==> src/rtl/cmt_pkg.sv <==
package cmt_pkg;

   localparam int BYTE_W   = 8;

   localparam int OFF_CTRL = 0;
   localparam int OFF_MODE = 1;
   localparam int OFF_IOC  = 2;
   localparam int OFF_IER  = 4;
   localparam int OFF_STAT = 5;
   localparam int OFF_CNT  = 6;
   localparam int OFF_CMP  = 8;

   typedef enum logic [2:0] {
      CLR_NONE = 3'd0,
      CLR_ON_A = 3'd1,
      CLR_ON_B = 3'd2,
      CLR_SYNC = 3'd3,
      CLR_ON_C = 3'd5,
      CLR_ON_D = 3'd6
   } clr_src_e;

   typedef enum logic [1:0] {
      PIN_KEEP = 2'd0,
      PIN_LOW  = 2'd1,
      PIN_HIGH = 2'd2,
      PIN_FLIP = 2'd3
   } pin_act_e;

   typedef struct packed {
      logic [2:0] clr_src;
      logic [1:0] edge_sel;
      logic [2:0] psc;
   } ctrl_t;

   function automatic logic pin_enabled(input logic [3:0] code);
      return code[1:0] != 2'b00;
   endfunction

   function automatic logic pin_init_level(input logic [3:0] code);
      return code[2];
   endfunction

endpackage

==> src/rtl/cmt_prescaler.sv <==
module cmt_prescaler #(
   parameter int SEL_W    = 3,
   parameter int N_RATIO  = 4,
   parameter int LOG_STEP = 2
) (
   input  logic             clk,
   input  logic             rst_n,
   input  logic             run,
   input  logic [SEL_W-1:0] sel,
   output logic             tick
);
   localparam int DIV_W = LOG_STEP * (N_RATIO - 1);
   localparam int IDX_W = $clog2(N_RATIO);

   initial begin
      assert (N_RATIO >= 2 && (1 << IDX_W) == N_RATIO)
         else $fatal(1, "N_RATIO must be a power of two >= 2");
      assert (SEL_W > IDX_W) else $fatal(1, "SEL_W too narrow");
      assert (LOG_STEP >= 1) else $fatal(1, "LOG_STEP must be >= 1");
   end

   logic [DIV_W-1:0]   div_q;
   logic [N_RATIO-1:0] hit;
   logic               sel_ok;

   generate
      for (genvar k = 0; k < N_RATIO; k++) begin : g_ratio
         if (k == 0) begin : g_full
            assign hit[k] = 1'b1;
         end else begin : g_div
            assign hit[k] = &div_q[k*LOG_STEP-1:0];
         end
      end
   endgenerate

   // divider runs only while the channel is started; restarts from zero
   always_ff @(posedge clk or negedge rst_n) begin
      if (!rst_n)      div_q <= '0;
      else if (!run)   div_q <= '0;
      else             div_q <= div_q + 1'b1;
   end

   assign sel_ok = ~|sel[SEL_W-1:IDX_W];
   assign tick   = run && sel_ok && hit[sel[IDX_W-1:0]];

   // a divided ratio never ticks on the first running cycle
   p_first_tick_r3: assert property (@(posedge clk) disable iff (!rst_n)
      ($rose(run) && sel != '0) |-> !tick);

endmodule

==> src/rtl/cmt_counter.sv <==
module cmt_counter
   import cmt_pkg::*;
#(
   parameter int CNT_W = 16
) (
   input  logic                        clk,
   input  logic                        rst_n,
   input  logic                        tick,
   input  logic                        clr_on_match,
   input  logic [CNT_W/BYTE_W-1:0]     byte_we,
   input  logic [BYTE_W-1:0]           wdata,
   input  logic [CNT_W-1:0]            cmp,
   output logic [CNT_W-1:0]            cnt_q,
   output logic                        match_evt
);
   localparam int NB = CNT_W / BYTE_W;

   initial begin
      assert (CNT_W % BYTE_W == 0 && NB >= 1)
         else $fatal(1, "CNT_W must be a whole number of bytes");
   end

   logic             wr_any;
   logic [CNT_W-1:0] cnt_d;

   assign wr_any    = |byte_we;
   assign match_evt = tick && !wr_any && (cnt_q == cmp);

   always_comb begin
      cnt_d = cnt_q;
      if (wr_any) begin
         for (int i = 0; i < NB; i++) begin
            if (byte_we[i]) cnt_d[CNT_W-1-BYTE_W*i -: BYTE_W] = wdata;
         end
      end else if (match_evt && clr_on_match) begin
         cnt_d = '0;
      end else if (tick) begin
         cnt_d = cnt_q + 1'b1;
      end
   end

   always_ff @(posedge clk or negedge rst_n) begin
      if (!rst_n) cnt_q <= '0;
      else        cnt_q <= cnt_d;
   end

   // no tick and no write keeps the count
   p_hold_r2: assert property (@(posedge clk) disable iff (!rst_n)
      (!tick && !wr_any) |=> $stable(cnt_q));

   // an ordinary tick advances by exactly one
   p_step_r3: assert property (@(posedge clk) disable iff (!rst_n)
      (tick && !wr_any && !(match_evt && clr_on_match))
      |=> cnt_q == $past(cnt_q) + 1'b1);

   // a clearing match lands on zero
   p_clear_r4: assert property (@(posedge clk) disable iff (!rst_n)
      (match_evt && clr_on_match) |=> cnt_q == '0);

   generate
      for (genvar b = 0; b < NB; b++) begin : g_wr_chk
         // the written byte wins over counting
         p_wr_wins_r9: assert property (@(posedge clk) disable iff (!rst_n)
            byte_we[b] |=> cnt_q[CNT_W-1-BYTE_W*b -: BYTE_W] == $past(wdata));
      end
   endgenerate

endmodule

==> src/rtl/cmt_pin_ctl.sv <==
module cmt_pin_ctl
   import cmt_pkg::*;
(
   input  logic       clk,
   input  logic       rst_n,
   input  logic [3:0] code_q,
   input  logic       code_wr,
   input  logic [3:0] code_new,
   input  logic       evt,
   output logic       pin,
   output logic       pin_oe
);
   logic level_q;

   always_ff @(posedge clk or negedge rst_n) begin
      if (!rst_n) begin
         level_q <= 1'b0;
      end else if (code_wr) begin
         level_q <= pin_init_level(code_new);
      end else if (evt && pin_enabled(code_q)) begin
         case (pin_act_e'(code_q[1:0]))
            PIN_LOW:  level_q <= 1'b0;
            PIN_HIGH: level_q <= 1'b1;
            PIN_FLIP: level_q <= ~level_q;
            default:  level_q <= level_q;
         endcase
      end
   end

   assign pin_oe = pin_enabled(code_q);
   assign pin    = pin_oe & level_q;

   // toggle action inverts the level on a match
   p_toggle_r8: assert property (@(posedge clk) disable iff (!rst_n)
      (evt && !code_wr && code_q[1:0] == 2'd3) |=> level_q != $past(level_q));

   // writing a code loads its initial level
   p_init_r8: assert property (@(posedge clk) disable iff (!rst_n)
      code_wr |=> level_q == $past(code_new[2]));

endmodule

==> src/rtl/cmt_channel.sv <==
module cmt_channel
   import cmt_pkg::*;
#(
   parameter int CNT_W  = 16,
   parameter int ADDR_W = 4,
   parameter int N_CH   = 3,
   parameter int CH_IDX = 0
) (
   input  logic              clk,
   input  logic              rst_n,
   input  logic              reg_wr,
   input  logic              reg_rd,
   input  logic [ADDR_W-1:0] reg_addr,
   input  logic [7:0]        reg_wdata,
   output logic [7:0]        reg_rdata,
   input  logic [N_CH-1:0]   start_vec,
   output logic              cmp_pin,
   output logic              cmp_pin_oe,
   output logic              irq
);
   localparam int NB = CNT_W / BYTE_W;

   initial begin
      assert (CH_IDX >= 0 && CH_IDX < N_CH) else $fatal(1, "CH_IDX out of range");
      assert (CNT_W == 8 || CNT_W == 16) else $fatal(1, "CNT_W must be 8 or 16");
      assert (OFF_CMP + NB <= (1 << ADDR_W)) else $fatal(1, "ADDR_W too small");
   end

   ctrl_t            ctrl_q;
   logic [3:0]       mode_q;
   logic [7:0]       ioc_q;
   logic [7:0]       ier_q;
   logic [CNT_W-1:0] cmp_q;
   logic [CNT_W-1:0] cnt_q;
   logic [NB-1:0]    cnt_we;
   logic             flag_q, arm_q;
   logic             tick, match_evt, start;
   logic             stat_wr, stat_rd, ioc_wr;
   logic             unused_start;

   assign start        = start_vec[CH_IDX];
   assign unused_start = ^start_vec;

   assign stat_wr = reg_wr && reg_addr == ADDR_W'(OFF_STAT);
   assign stat_rd = reg_rd && reg_addr == ADDR_W'(OFF_STAT);
   assign ioc_wr  = reg_wr && reg_addr == ADDR_W'(OFF_IOC);

   // ---------------- configuration registers ----------------
   always_ff @(posedge clk or negedge rst_n) begin
      if (!rst_n) begin
         ctrl_q <= '0;
         mode_q <= '0;
         ioc_q  <= '0;
         ier_q  <= '0;
      end else if (reg_wr) begin
         if (reg_addr == ADDR_W'(OFF_CTRL)) ctrl_q <= ctrl_t'(reg_wdata);
         if (reg_addr == ADDR_W'(OFF_MODE)) mode_q <= reg_wdata[3:0];
         if (ioc_wr)                        ioc_q  <= reg_wdata;
         if (reg_addr == ADDR_W'(OFF_IER))  ier_q  <= reg_wdata;
      end
   end

   generate
      for (genvar i = 0; i < NB; i++) begin : g_bytes
         assign cnt_we[i] = reg_wr && reg_addr == ADDR_W'(OFF_CNT + i);

         always_ff @(posedge clk or negedge rst_n) begin
            if (!rst_n)
               cmp_q[CNT_W-1-BYTE_W*i -: BYTE_W] <= '1;
            else if (reg_wr && reg_addr == ADDR_W'(OFF_CMP + i))
               cmp_q[CNT_W-1-BYTE_W*i -: BYTE_W] <= reg_wdata;
         end
      end
   endgenerate

   // ---------------- datapath ----------------
   cmt_prescaler #(
      .SEL_W    (3),
      .N_RATIO  (4),
      .LOG_STEP (2)
   ) u_psc (
      .clk   (clk),
      .rst_n (rst_n),
      .run   (start),
      .sel   (ctrl_q.psc),
      .tick  (tick)
   );

   cmt_counter #(
      .CNT_W (CNT_W)
   ) u_cnt (
      .clk          (clk),
      .rst_n        (rst_n),
      .tick         (tick),
      .clr_on_match (ctrl_q.clr_src == CLR_ON_A),
      .byte_we      (cnt_we),
      .wdata        (reg_wdata),
      .cmp          (cmp_q),
      .cnt_q        (cnt_q),
      .match_evt    (match_evt)
   );

   cmt_pin_ctl u_pin (
      .clk      (clk),
      .rst_n    (rst_n),
      .code_q   (ioc_q[3:0]),
      .code_wr  (ioc_wr),
      .code_new (reg_wdata[3:0]),
      .evt      (match_evt),
      .pin      (cmp_pin),
      .pin_oe   (cmp_pin_oe)
   );

   // ---------------- flag and read-then-clear handshake ----------------
   always_ff @(posedge clk or negedge rst_n) begin
      if (!rst_n) begin
         flag_q <= 1'b0;
         arm_q  <= 1'b0;
      end else begin
         if (match_evt)
            flag_q <= 1'b1;
         else if (stat_wr && arm_q && !reg_wdata[0])
            flag_q <= 1'b0;

         if (stat_wr)
            arm_q <= 1'b0;
         else if (stat_rd && flag_q)
            arm_q <= 1'b1;
      end
   end

   assign irq = flag_q & ier_q[0];

   // ---------------- read mux ----------------
   always_comb begin
      reg_rdata = '0;
      if (reg_addr == ADDR_W'(OFF_CTRL)) reg_rdata = ctrl_q;
      if (reg_addr == ADDR_W'(OFF_MODE)) reg_rdata = {4'b0, mode_q};
      if (reg_addr == ADDR_W'(OFF_IOC))  reg_rdata = ioc_q;
      if (reg_addr == ADDR_W'(OFF_IER))  reg_rdata = ier_q;
      if (reg_addr == ADDR_W'(OFF_STAT)) reg_rdata = {7'b0, flag_q};
      for (int i = 0; i < NB; i++) begin
         if (reg_addr == ADDR_W'(OFF_CNT + i))
            reg_rdata = cnt_q[CNT_W-1-BYTE_W*i -: BYTE_W];
         if (reg_addr == ADDR_W'(OFF_CMP + i))
            reg_rdata = cmp_q[CNT_W-1-BYTE_W*i -: BYTE_W];
      end
   end

   // a stopped channel keeps its count unless software writes it
   p_stopped_r2: assert property (@(posedge clk) disable iff (!rst_n)
      (!start && !(|cnt_we)) |=> $stable(cnt_q));

   // a match event leaves the flag set
   p_flag_set_r5: assert property (@(posedge clk) disable iff (!rst_n)
      match_evt |=> flag_q);

   // the flag only falls through an armed zero write
   p_flag_sticky_r6: assert property (@(posedge clk) disable iff (!rst_n)
      (flag_q && !(stat_wr && arm_q && !reg_wdata[0])) |=> flag_q);

   // an enabled match raises the interrupt
   p_irq_r7: assert property (@(posedge clk) disable iff (!rst_n)
      (match_evt && ier_q[0] && !(reg_wr && reg_addr == ADDR_W'(OFF_IER))) |=> irq);

endmodule

==> config.mk <==
export PLATFORM = sky130hd
export DESIGN_NAME = cmt_channel
export DESIGN_NICKNAME = d
export VERILOG_FILES = /design/src/rtl/cmt_pkg.sv /design/src/rtl/cmt_prescaler.sv /design/src/rtl/cmt_counter.sv /design/src/rtl/cmt_pin_ctl.sv /design/src/rtl/cmt_channel.sv
export SDC_FILE = /design/constraint.sdc
export NUM_CORES = 1
export LEC_CHECK = 0
export BUFFER_PORTS_ARGS = -buffer_cell sky130_fd_sc_hd__buf_2
export CAP_MARGIN = 20
export CORE_MARGIN = 10
export CORE_UTILIZATION = 40
export DETAILED_ROUTE_END_ITERATION = 6
export HOLD_SLACK_MARGIN = 0.15
export SLEW_MARGIN = 20
export SYNTH_ARGS = -nofsm -noshare
export SYNTH_HDL_FRONTEND = slang
export SYNTH_SLANG_ARGS = --single-unit
==> constraint.sdc <==
create_clock -name clk -period 3.4 [get_ports clk]
set_clock_uncertainty 0.2 [all_clocks]
set_input_delay 0 -clock clk [delete_from_list [all_inputs] [get_ports clk]]
set_output_delay 0 -clock clk [all_outputs]
set_load 0.005 [all_outputs]
==> impl_metrics.yaml, run 1 <==
status:
  status: "finished clean"
sta:
  rsz0062_at_grt: "false"
  finalHoldViolations: 0
  fin_crit_ns: 2.84
  maxSlewViolCount: 0
  finalSetupViolCount: 0
  worst_pin_slew_ns: 0.544
  timing.setup.tns_ns: 0
  timing.final.crit_share: 0.836
  whs_ns: 0.216
  relSlewSlack: 0.636
  fmax_mhz: 352
worst_setup_path:
  r2r_cells: 7
  path_buf_inv: 4
  path_class: "in2reg"
  cp-start-kind: "input pin"
  crit_family: "buffers and inverters"
  path_common_cell: "dlygate4sd3_1"
  cpMaxStageDelayCell: "dlygate4sd3_1"
  crit_fanout: 24
  rr_endpoint: "u_cnt.cnt_q[10]"
  worstPathArrival_ns: 2.93
  max_stage_delay_ns: 0.59
  cp.required_ns: 3.49
  crit_chain: "dlygate4sd3_1 -> buf_2 -> nor2b_1 -> and3_1 -> nand2_1 -> dlygate4sd3_1 -> nand2_1 -> dlygate4sd3_1"
  r2r_slack_ns: 0.87
  end_kind: "flop"
  rr_startpoint: "u_cnt.cnt_q[9]"
power_and_ir_drop:
  p_int_mw: 1.63
  clockPowerShare: 0.244
  p_leak_nw: 2.02
  power_switching_uw: 892
  switching_share: 0.354
  pwr-share-comb: 0.246
  p_per_area_mw_per_mm2: 554
  seqPwrFrac: 0.510
  ir_drop_v: 0.000270
clock_network:
  cts.sinks: 69
  clkTransAtPathRegs_ns: 0.08
  cts_tree: "yes"
  htreeDepth: 3
  clockBufferDepth: 2
  cts_buffers: 9
  root_buffer: "clkbuf_8"
  clk_latency_ns: 0.35
  cts_resized: 0
layout:
  fin_area_mm2: 0.00455
  final_common_cell: "nand2_1"
  fillerInstances: 930
  mostFrequentLayoutCells: "nand2_1 (66), dfrtp_1 (53), mux2_2 (32)"
  fin_cells: 585
  fin_util: 0.470
  final_nets: 468
  antenna_cells: 0
  drive_above_1_share: 0.235
  syn2layout_area_growth_pct: 15.3
die:
  dieWidth_um: 119
  io_pins: 30
  dieArea_mm2: 0.0142
  num_rows: 36
  start_util: 0.407
  chipHeight_um: 119
  floorplan.core_area_mm2: 0.00968
place:
  dp.cells: 549
  placed_area_mm2: 0.00416
  io_buffers: 27
  dp_hpwl_mm: 7.25
  gp_congestion: 0.820
routing:
  dr.pass1.iters: 6
  via_count: 3197
  routed_wl_mm: 10.1
  drc_errors: 0
  ant_nets: 0
  wl_per_cell_um: 17.3
  drt_iter0_markers: 221
  viasPerCell: 5.46
synth:
  synth-seq-area-share: 0.443
  synthFlopType: "dfrtp_1"
  syn-num-nets: 427
  synth_warnings: 0
  syn_area_mm2: 0.00394
  synthArstFlopShare: 1.00
  synth-seq-cells: 69
  synthCells: 406
  yosysUniqueCellTypes: 44
  yosysTopAreaCell: "dfrtp_1"
  synth_edf_count: 0
  yosys-top-cells-area: "dfrtp_1 (34%), dfstp_2 (11%), mux2_2 (9.1%), nand2_1 (6.3%), o21ai_0 (3.8%)"
  synth.top_cell.area_share: 0.336
  synth_area_per_cell_um2: 9.71
grt:
  grt_usage: 0.148
  grt_overflow: 0
  antenna_found_initial: 0
  grt_pass1_vias: 3251
  grt_max_degree: 39
  grt_first_pass_wirelength_mm: 17.2
hold_path:
  worstHoldStart: "reg_addr[2]"
  min-delay-path-class: "in2reg"
  whs_endpoint: "flag_q"
  holdPathStages: 5
job:
  drv_cap: 0
-- state kept, by name, indices dropped and copies added, names as in the netlist --
name / count
arm_q: 1
cmp_q: 16
ctrl_q: 8
flag_q: 1
ier_q: 8
ioc_q: 8
mode_q: 4
u_cnt.cnt_q: 16
u_pin.level_q: 1
u_psc.div_q: 6
-- synthesized netlist by cell type (4+ instances only) --
cell type and n:
dfrtp_1 53, o21ai_0 30, nor4_2 4, and2_1 11, a21oi_1 10, mux2_2 32
xor2_1 17, nand3_1 16, o21ai_1 8, a22o_1 13, inv_1 7, o221ai_1 4
nor2_1 18, o31ai_1 13, dfstp_2 16, nor2b_1 9, nand2_1 66, nand2b_1 5
mux2i_1 9, and3_1 8, clkbuf_1 15, buf_6 5
-- power by group through the flow --
stage / clock network, mW / logic, mW / registers [mW]
5_1_grt: 0.674 / 0.704 / 1.32
6_report: 0.614 / 0.619 / 1.29
3_5_place_dp: 0 / 0.598 / 1.30
2_1_floorplan: 0 / 0.533 / 1.17
4_1_cts: 0.622 / 0.627 / 1.28
3_3_place_gp: 0 / 0.586 / 1.29
-- repair_timing --
action                    in CTS  in global routing
hold endpoints to repair     100                  0
setup buffers                  0                  0
hold buffers                  20                  0
-- cell type report --
cell class | count | area, µm² | area share
well taps | 133 | 166 | 0.0366
inverters | 7 | 26.3 | 0.00578
repair buffers | 53 | 390 | 0.0859
clock inverters | 7 | 51.3 | 0.0113
clock buffers | 9 | 124 | 0.0272
flip-flops and latches | 69 | 1750 | 0.384
multi-input cells | 307 | 2040 | 0.449
-- layer usage --
layer	up-vias	wire length, µm	global-route usage	part of all wire
met5	-	0	0	0
met4	0	172	0.0511	0.017
met3	13	276	0.0260	0.027
met2	61	4770	0.238	0.47
met1	1577	4880	0.197	0.48
li1	1546	-	-	-
-- worst register-to-register path, stage by stage, from the launching register on --
cell,delay [ns]
dfrtp_1,0.47
xor2_1,0.23
nor4_2,0.31
nand4_2,0.18
nor3_1,0.18
buf_4,0.16
or4b_1,0.43
a32o_1,0.25
-- logic make-up after synthesis --
group | share of synthesized area
xor+xnor | 0.0444
compound gates | 0.165
mux | 0.114
fa+ha+maj | 0.00635
simple gates | 0.188
flops | 0.443
buf+inv | 0.0390
-- how the worst max path moves through the flow --
stage | from | to | slack, ns | depth (start not counted)
after global routing | reg_addr[1] | ioc_q[2] | 0.44 | 8
final | reg_addr[1] | ioc_q[2] | 0.56 | 8
after global placement | u_psc.div_q[0] | u_cnt.cnt_q[10] | 0.91 | 8
after CTS | reg_addr[1] | ioc_q[2] | 0.59 | 8
after floorplan | u_cnt.cnt_q[5] | u_cnt.cnt_q[2] | 0.98 | 8
after detailed placement | u_cnt.cnt_q[9] | u_cnt.cnt_q[10] | 0.89 | 7
-- stage by stage --
stage,power [mW],worst slack (ns)
after floorplan,1.71,0.985
after CTS,2.53,0.591
after global placement,1.87,0.907
final,2.52,0.557
after detailed placement,1.89,0.889
after global routing,2.70,0.442
(Power assumes the default switching activity.)
==> inputs of run 2 (changes only) <==
--- a/config.mk
+++ b/config.mk
@@ -5,6 +5,7 @@
 export SDC_FILE = /design/constraint.sdc
 export NUM_CORES = 1
 export LEC_CHECK = 0
+export ABC_AREA = 1
 export BUFFER_PORTS_ARGS = -buffer_cell sky130_fd_sc_hd__buf_2
 export CAP_MARGIN = 20
 export CORE_MARGIN = 10
==> constraint.sdc (replaced) <==
create_clock -name clk -period 2.7 [get_ports clk]
set_clock_uncertainty 0.2 [all_clocks]
set_input_delay 0 -clock clk [delete_from_list [all_inputs] [get_ports clk]]
set_output_delay 0 -clock clk [all_outputs]
set_load 0.005 [all_outputs]
==> run 2 against run 1 <==
Critical path depth increased by 1; sequential power increased by 27%; area after synthesis increased by 5.6%; core utilization increased by 0.34 points; clock-buffer cell count increased by 3; total power increased by 45%; sequential share of layout area decreased by 2.3 points; clock power increased by 26%; register-to-register slack got worse by 0.41 ns.
==> impl_metrics.yaml, run 2 <==
die:
  chipHeight_um: 122
  floorplan.core_area_mm2: 0.0102
  io_pins: 30
  dieArea_mm2: 0.0149
  start_util: 0.407
  dieWidth_um: 122
  num_rows: 37
hold_path:
  holdPathStages: 4
  worstHoldStart: "start_vec[0]"
  min-delay-path-class: "in2reg"
  whs_endpoint: "u_psc.div_q[1]"
power_and_ir_drop:
  seqPwrFrac: 0.449
  switching_share: 0.396
  pwr-share-comb: 0.339
  p_per_area_mw_per_mm2: 752
  p_leak_nw: 2.30
  ir_drop_v: 0.000225
  p_int_mw: 2.20
  clockPowerShare: 0.212
  power_switching_mw: 1.44
layout:
  final_nets: 624
  fin_area_mm2: 0.00484
  top_regs: "cmp_q: 16 flops, u_cnt.cnt_q: 16 flops"
  mostFrequentLayoutCells: "nand2_1 (150), inv_1 (63), nor2_1 (54)"
  syn2layout_area_growth_pct: 16.3
  drive_above_1_share: 0.156
  antenna_cells: 0
  final_common_cell: "nand2_1"
routing:
  drt_iter0_markers: 267
  dr.pass1.iters: 6
  ant_nets: 0
  viasPerCell: 5.04
  routed_wl_mm: 11.3
  wl_per_cell_um: 15.1
  drc_errors: 0
  via_count: 3752
worst_setup_path:
  path_class: "in2reg"
  worstPathArrival_ns: 2.63
  rr_startpoint: "u_cnt.cnt_q[0]"
  cp-start-kind: "input pin"
  max_stage_delay_ns: 0.58
  rr_endpoint: "u_cnt.cnt_q[14]"
  path_common_cell: "dlygate4sd3_1"
  crit_chain: "dlygate4sd3_1 -> buf_2 -> nor2_1 -> nand2_2 -> nor2_4 -> nand2_1 -> dlygate4sd3_1 -> o21ai_0 -> dlygate4sd3_1"
  r2r_cells: 9
  crit_fanout: 7
  cpMaxStageDelayCell: "dlygate4sd3_1"
  cp.required_ns: 2.80
  end_kind: "flop"
  r2r_slack_ns: 0.46
clock_network:
  cts_tree: "yes"
  post_cts_buffers: 0
  clkTransAtPathRegs_ns: 0.08
  cts.sinks: 69
  htreeDepth: 3
  cts_resized: 0
  cts_buffers: 9
  root_buffer: "clkbuf_8"
  clockBufferDepth: 2
  clk_latency_ns: 0.36
synth:
  synth-seq-area-share: 0.420
  synthFlopType: "dfrtp_1"
  yosysTopAreaCell: "dfrtp_1"
  yosys-top-cells-count: "nand2_1 (150), inv_1 (63), nor2_1 (54)"
  synth_warnings: 0
  yosys-top-cells-area: "dfrtp_1 (32%), nand2_1 (14%), dfstp_2 (10%), o21ai_0 (6.3%), inv_1 (5.7%)"
  synth.top_cell.area_share: 0.319
  syn_area_mm2: 0.00416
  synth-seq-cells: 69
  synth_compound_area_frac: 0.175
  yosysUniqueCellTypes: 39
  syn-num-nets: 575
  synth_top_family_by_area: "simple AND/OR/NAND/NOR gates"
  synthCells: 554
  yosysMostFrequentCell: "nand2_1"
  synthArstFlopShare: 1.00
  synth_xor_area_frac: 0.0316
  synthAdderAreaFrac: 0.00601
  synth-simple-area-share: 0.278
  synth_area_per_cell_um2: 7.51
  synth_mux_area_frac: 0
  synth_edf_count: 0
job:
  drv_cap: 0
grt:
  grt_first_pass_wirelength_mm: 18.7
  grt_max_degree: 42
  grt_pass1_vias: 3692
  grt_usage: 0.158
  grt_overflow: 0
  antenna_found_initial: 0
sta:
  finalHoldViolations: 0
  relSlewSlack: 0.626
  timing.final.crit_share: 0.938
  fmax_mhz: 395
  finalSetupViolCount: 0
  maxSlewViolCount: 0
  worst_pin_slew_ns: 0.559
  rsz0062_at_grt: "false"
  fin_crit_ns: 2.53
  timing.setup.tns_ns: 0
place:
  io_buffers: 27
  dp_hpwl_mm: 8.09
  placed_area_mm2: 0.00438
  gp_congestion: 0.883
status:
  status: "finished clean"
==> run 2: what timing repair did <==
action                                  CTS  global route
endpoints found under the hold margin   128             0
endpoints found under the setup margin    0             0
hold buffers                             28             0
==> run 2: layout make-up <==
type | instances | area, µm²
Tap cell | 136 | 170
Fill cell | 1048 | 5390
Timing Repair Buffer | 57 | 453
Clock inverter | 4 | 25.0
Inverter | 68 | 256
Sequential cell | 69 | 1750
Multi-Input combinational cell | 398 | 2040
Clock buffer | 12 | 145
==> run 2: power groups by stage <==
stage / logic, mW / clock network (mW) / registers, mW
finish: 1.23 / 0.771 / 1.64
global route: 1.40 / 0.834 / 1.68
CTS: 1.24 / 0.793 / 1.63
detailed placement: 1.17 / 0 / 1.64
global placement: 1.14 / 0 / 1.64
floorplan: 1.02 / 0 / 1.50
==> run 2: per-stage QoR <==
step | util | power [mW] | worst slack [ns] | hold WS, ns | cells
after detailed placement | 0.428 | 2.82 | 0.463 | -0.112 | 700
after CTS | 0.473 | 3.66 | 0.224 | 0.228 | 744
after global routing | 0.473 | 3.92 | 0.0743 | 0.261 | 744
final | 0.473 | 3.64 | 0.168 | 0.242 | 744
after global placement | 0.428 | 2.78 | 0.520 | -0.112 | 700
after floorplan | - | 2.52 | 0.902 | -0.496 | 554
==> run 2: critical path, delay by kind of cell <==
family | cells | cell delay (ns)
compound gates | 1 | 0.09
simple gates | 4 | 0.69
buf+inv | 4 | 1.86
==> run 2: logic make-up after synthesis <==
logic type,Yosys count
AO/OA/AOI/OAI,118
adder cells (fa/ha/maj),2
buffers and inverters,87
flip-flops,69
XOR/XNOR,15
AND/OR/NAND/NOR,263
==> run 2: metal layers <==
layer / vias up / routed length [µm] / track usage / part of all wire
li1: 1886 / - / - / -
met1: 1792 / 5310 / 0.199 / 0.47
met2: 64 / 5380 / 0.261 / 0.48
met3: 10 / 440 / 0.0370 / 0.039
met4: 0 / 129 / 0.0462 / 0.011
met5: - / 0 / 0 / 0
==> run 2: worst max-delay path by stage <==
| stage | from | endpoint | depth (start not counted) |
|---|---|---|---|
| 6_report | reg_addr[2] | ioc_q[1] | 9 |
| 3_3_place_gp | cmp_q[5] | u_cnt.cnt_q[13] | 9 |
| 3_5_place_dp | cmp_q[5] | u_cnt.cnt_q[14] | 9 |
| 2_1_floorplan | u_psc.div_q[0] | u_cnt.cnt_q[6] | 10 |
| 4_1_cts | reg_addr[2] | arm_q | 10 |
| 5_1_grt | reg_addr[2] | arm_q | 10 |
==> inputs of run 3 (changes only) <==
--- a/config.mk
+++ b/config.mk
@@ -10,6 +10,7 @@
 export CAP_MARGIN = 20
 export CORE_MARGIN = 10
 export CORE_UTILIZATION = 40
+export CTS_BUF_LIST = sky130_fd_sc_hd__clkbuf_16
 export DETAILED_ROUTE_END_ITERATION = 6
 export HOLD_SLACK_MARGIN = 0.15
 export SLEW_MARGIN = 20
==> constraint.sdc (replaced) <==
create_clock -name clk -period 2.84 [get_ports clk]
set_clock_uncertainty 0.2 [all_clocks]
set_input_delay 0 -clock clk [delete_from_list [all_inputs] [get_ports clk]]
set_output_delay 0 -clock clk [all_outputs]
set_load 0.005 [all_outputs]
==> run 3 against run 2 <==
First-iteration DRC count is 6.4% lower; largest power group unchanged; combinational power shrank 6%; die area did not move; highest routed layer unchanged; critical path type unchanged.
==> impl_metrics.yaml, run 3 (synthesis gave the netlist of run 2 again) <==
grt:
  grt_overflow: 0
  grt_first_pass_wirelength_mm: 19.0
  antenna_found_initial: 0
  grt_usage: 0.161
  grt_max_degree: 40
  grt_pass1_vias: 3779
layout:
  multi_input_area_mm2: 0.00204
  final_common_cell: "nand2_1"
  seq_area_mm2: 0.00175
  antenna_cells: 0
  syn2layout_area_growth_pct: 17.7
  top_regs: "cmp_q: 16 flops, u_cnt.cnt_q: 16 flops"
  mostFrequentLayoutCells: "nand2_1 (150), inv_1 (64), nor2_1 (54)"
  final_nets: 621
  fillerInstances: 1021
  fin_util: 0.479
  drive_above_1_share: 0.155
power_and_ir_drop:
  p_leak_nw: 2.34
  ir_drop_v: 0.000280
  p_per_area_mw_per_mm2: 760
sta:
  worst_pin_slew_ns: 0.594
  fmax_mhz: 392
  timing.final.crit_share: 0.898
  maxSlewViolCount: 0
  finalSetupViolCount: 0
  rsz0062_at_grt: "false"
  timing.setup.tns_ns: 0
  fin_crit_ns: 2.55
  relSlewSlack: 0.603
  finalHoldViolations: 0
die:
  dieWidth_um: 122
  chipHeight_um: 122
  num_rows: 37
  floorplan.core_area_mm2: 0.0102
  dieArea_mm2: 0.0149
  io_pins: 30
  start_util: 0.407
hold_path:
  min-delay-path-class: "in2async"
status:
  status: "finished clean"
routing:
  dr.pass1.iters: 4
  wl_per_cell_um: 15.0
  drc_errors: 0
  drt_iter0_markers: 250
  viasPerCell: 5.02
  ant_nets: 0
  routed_wl_mm: 11.2
  via_count: 3720
worst_setup_path:
  path_buf_inv: 4
  worstPathArrival_ns: 2.63
  cpMaxStageDelayCell: "dlygate4sd3_1"
  cp.required_ns: 2.92
  cp-start-kind: "input pin"
  crit_fanout: 7
  path_class: "in2reg"
  path_common_cell: "dlygate4sd3_1"
  crit_chain: "dlygate4sd3_1 -> buf_2 -> nor2_1 -> nand2_2 -> nor2_4 -> nand2_1 -> dlygate4sd3_1 -> o21ai_0 -> dlygate4sd3_1"
  crit_family: "buffers and inverters"
  end_kind: "flop"
  max_stage_delay_ns: 0.56
clock_network:
  clockBufferDepth: 2
  clkTransAtPathRegs_ns: 0.05
  cts_tree: "yes"
  post_cts_buffers: 0
  cts_resized: 0
  root_buffer: "clkbuf_16"
  cts_buffers: 9
  clk_latency_ns: 0.34
  htreeDepth: 3
  ctsHoldBuffers: 25
  cts.sinks: 69
place:
  io_buffers: 27
  dp_hpwl_mm: 8.02
  gp_congestion: 0.891
job:
  drv_cap: 0
run 3: cell count changes in the layout (fill, tap and decap cells not counted):
| cell | change |
|---|---|
| clkbuf_8 | -10 |
| clkbuf_16 | +9 |
| dlygate4sd3_1 | -3 |
| clkbuf_1 | -2 |
| clkinv_1 | +2 |
| clkinv_2 | +1 |
| clkinvlp_4 | -1 |
| inv_1 | +1 |
run 3: through the flow:
step	std cells	cell area, µm²	hold slack, ns	total power [mW]	setup slack, ns
after floorplan	554	4160	-0.496	2.40	1.04
after global placement	700	4380	-0.0945	2.64	0.666
after detailed placement	700	4380	-0.0869	2.68	0.628
after CTS	741	4900	0.178	3.73	0.319
after global routing	741	4900	0.197	4.01	0.195
final	741	4900	0.161	3.72	0.290
run 3: worst paths after layout:
path / from / to / slack [ns] / cells past startpoint
setup / recovery: reg_addr[2] / ioc_q[1] / 0.29 / 9
hold / removal: rst_n / cmp_q[10] / 0.16 / 2
setup reg to reg: cmp_q[5] / u_cnt.cnt_q[4] / 0.58 / 9
hold reg to reg: u_psc.div_q[0] / u_psc.div_q[0] / 0.25 / 1
max in group asynchronous: rst_n / cmp_q[4] / 1.97 / 3
min in group clk: u_psc.div_q[0] / u_psc.div_q[0] / 0.25 / 1
run 3: power breakdown:
group / switching (mW) / internal (mW)
combinational: 0.671 / 0.489
clock: 0.424 / 0.576
sequential: 0.299 / 1.26
run 3: layout make-up:
class / count / share of cell area
multi-input cells: 398 / 0.417
repair buffers: 54 / 0.0864
clock buffers: 9 / 0.0460
well taps: 136 / 0.0347
inverters: 68 / 0.0524
flip-flops and latches: 69 / 0.357
clock inverters: 7 / 0.00690
run 3: metal layers:
metal,global-route usage,up-vias,wire [µm]
li1,-,1875,-
met1,0.197,1768,4980
met2,0.266,63,5350
met3,0.0342,14,586
met4,0.0693,0,239
met5,0,-,0
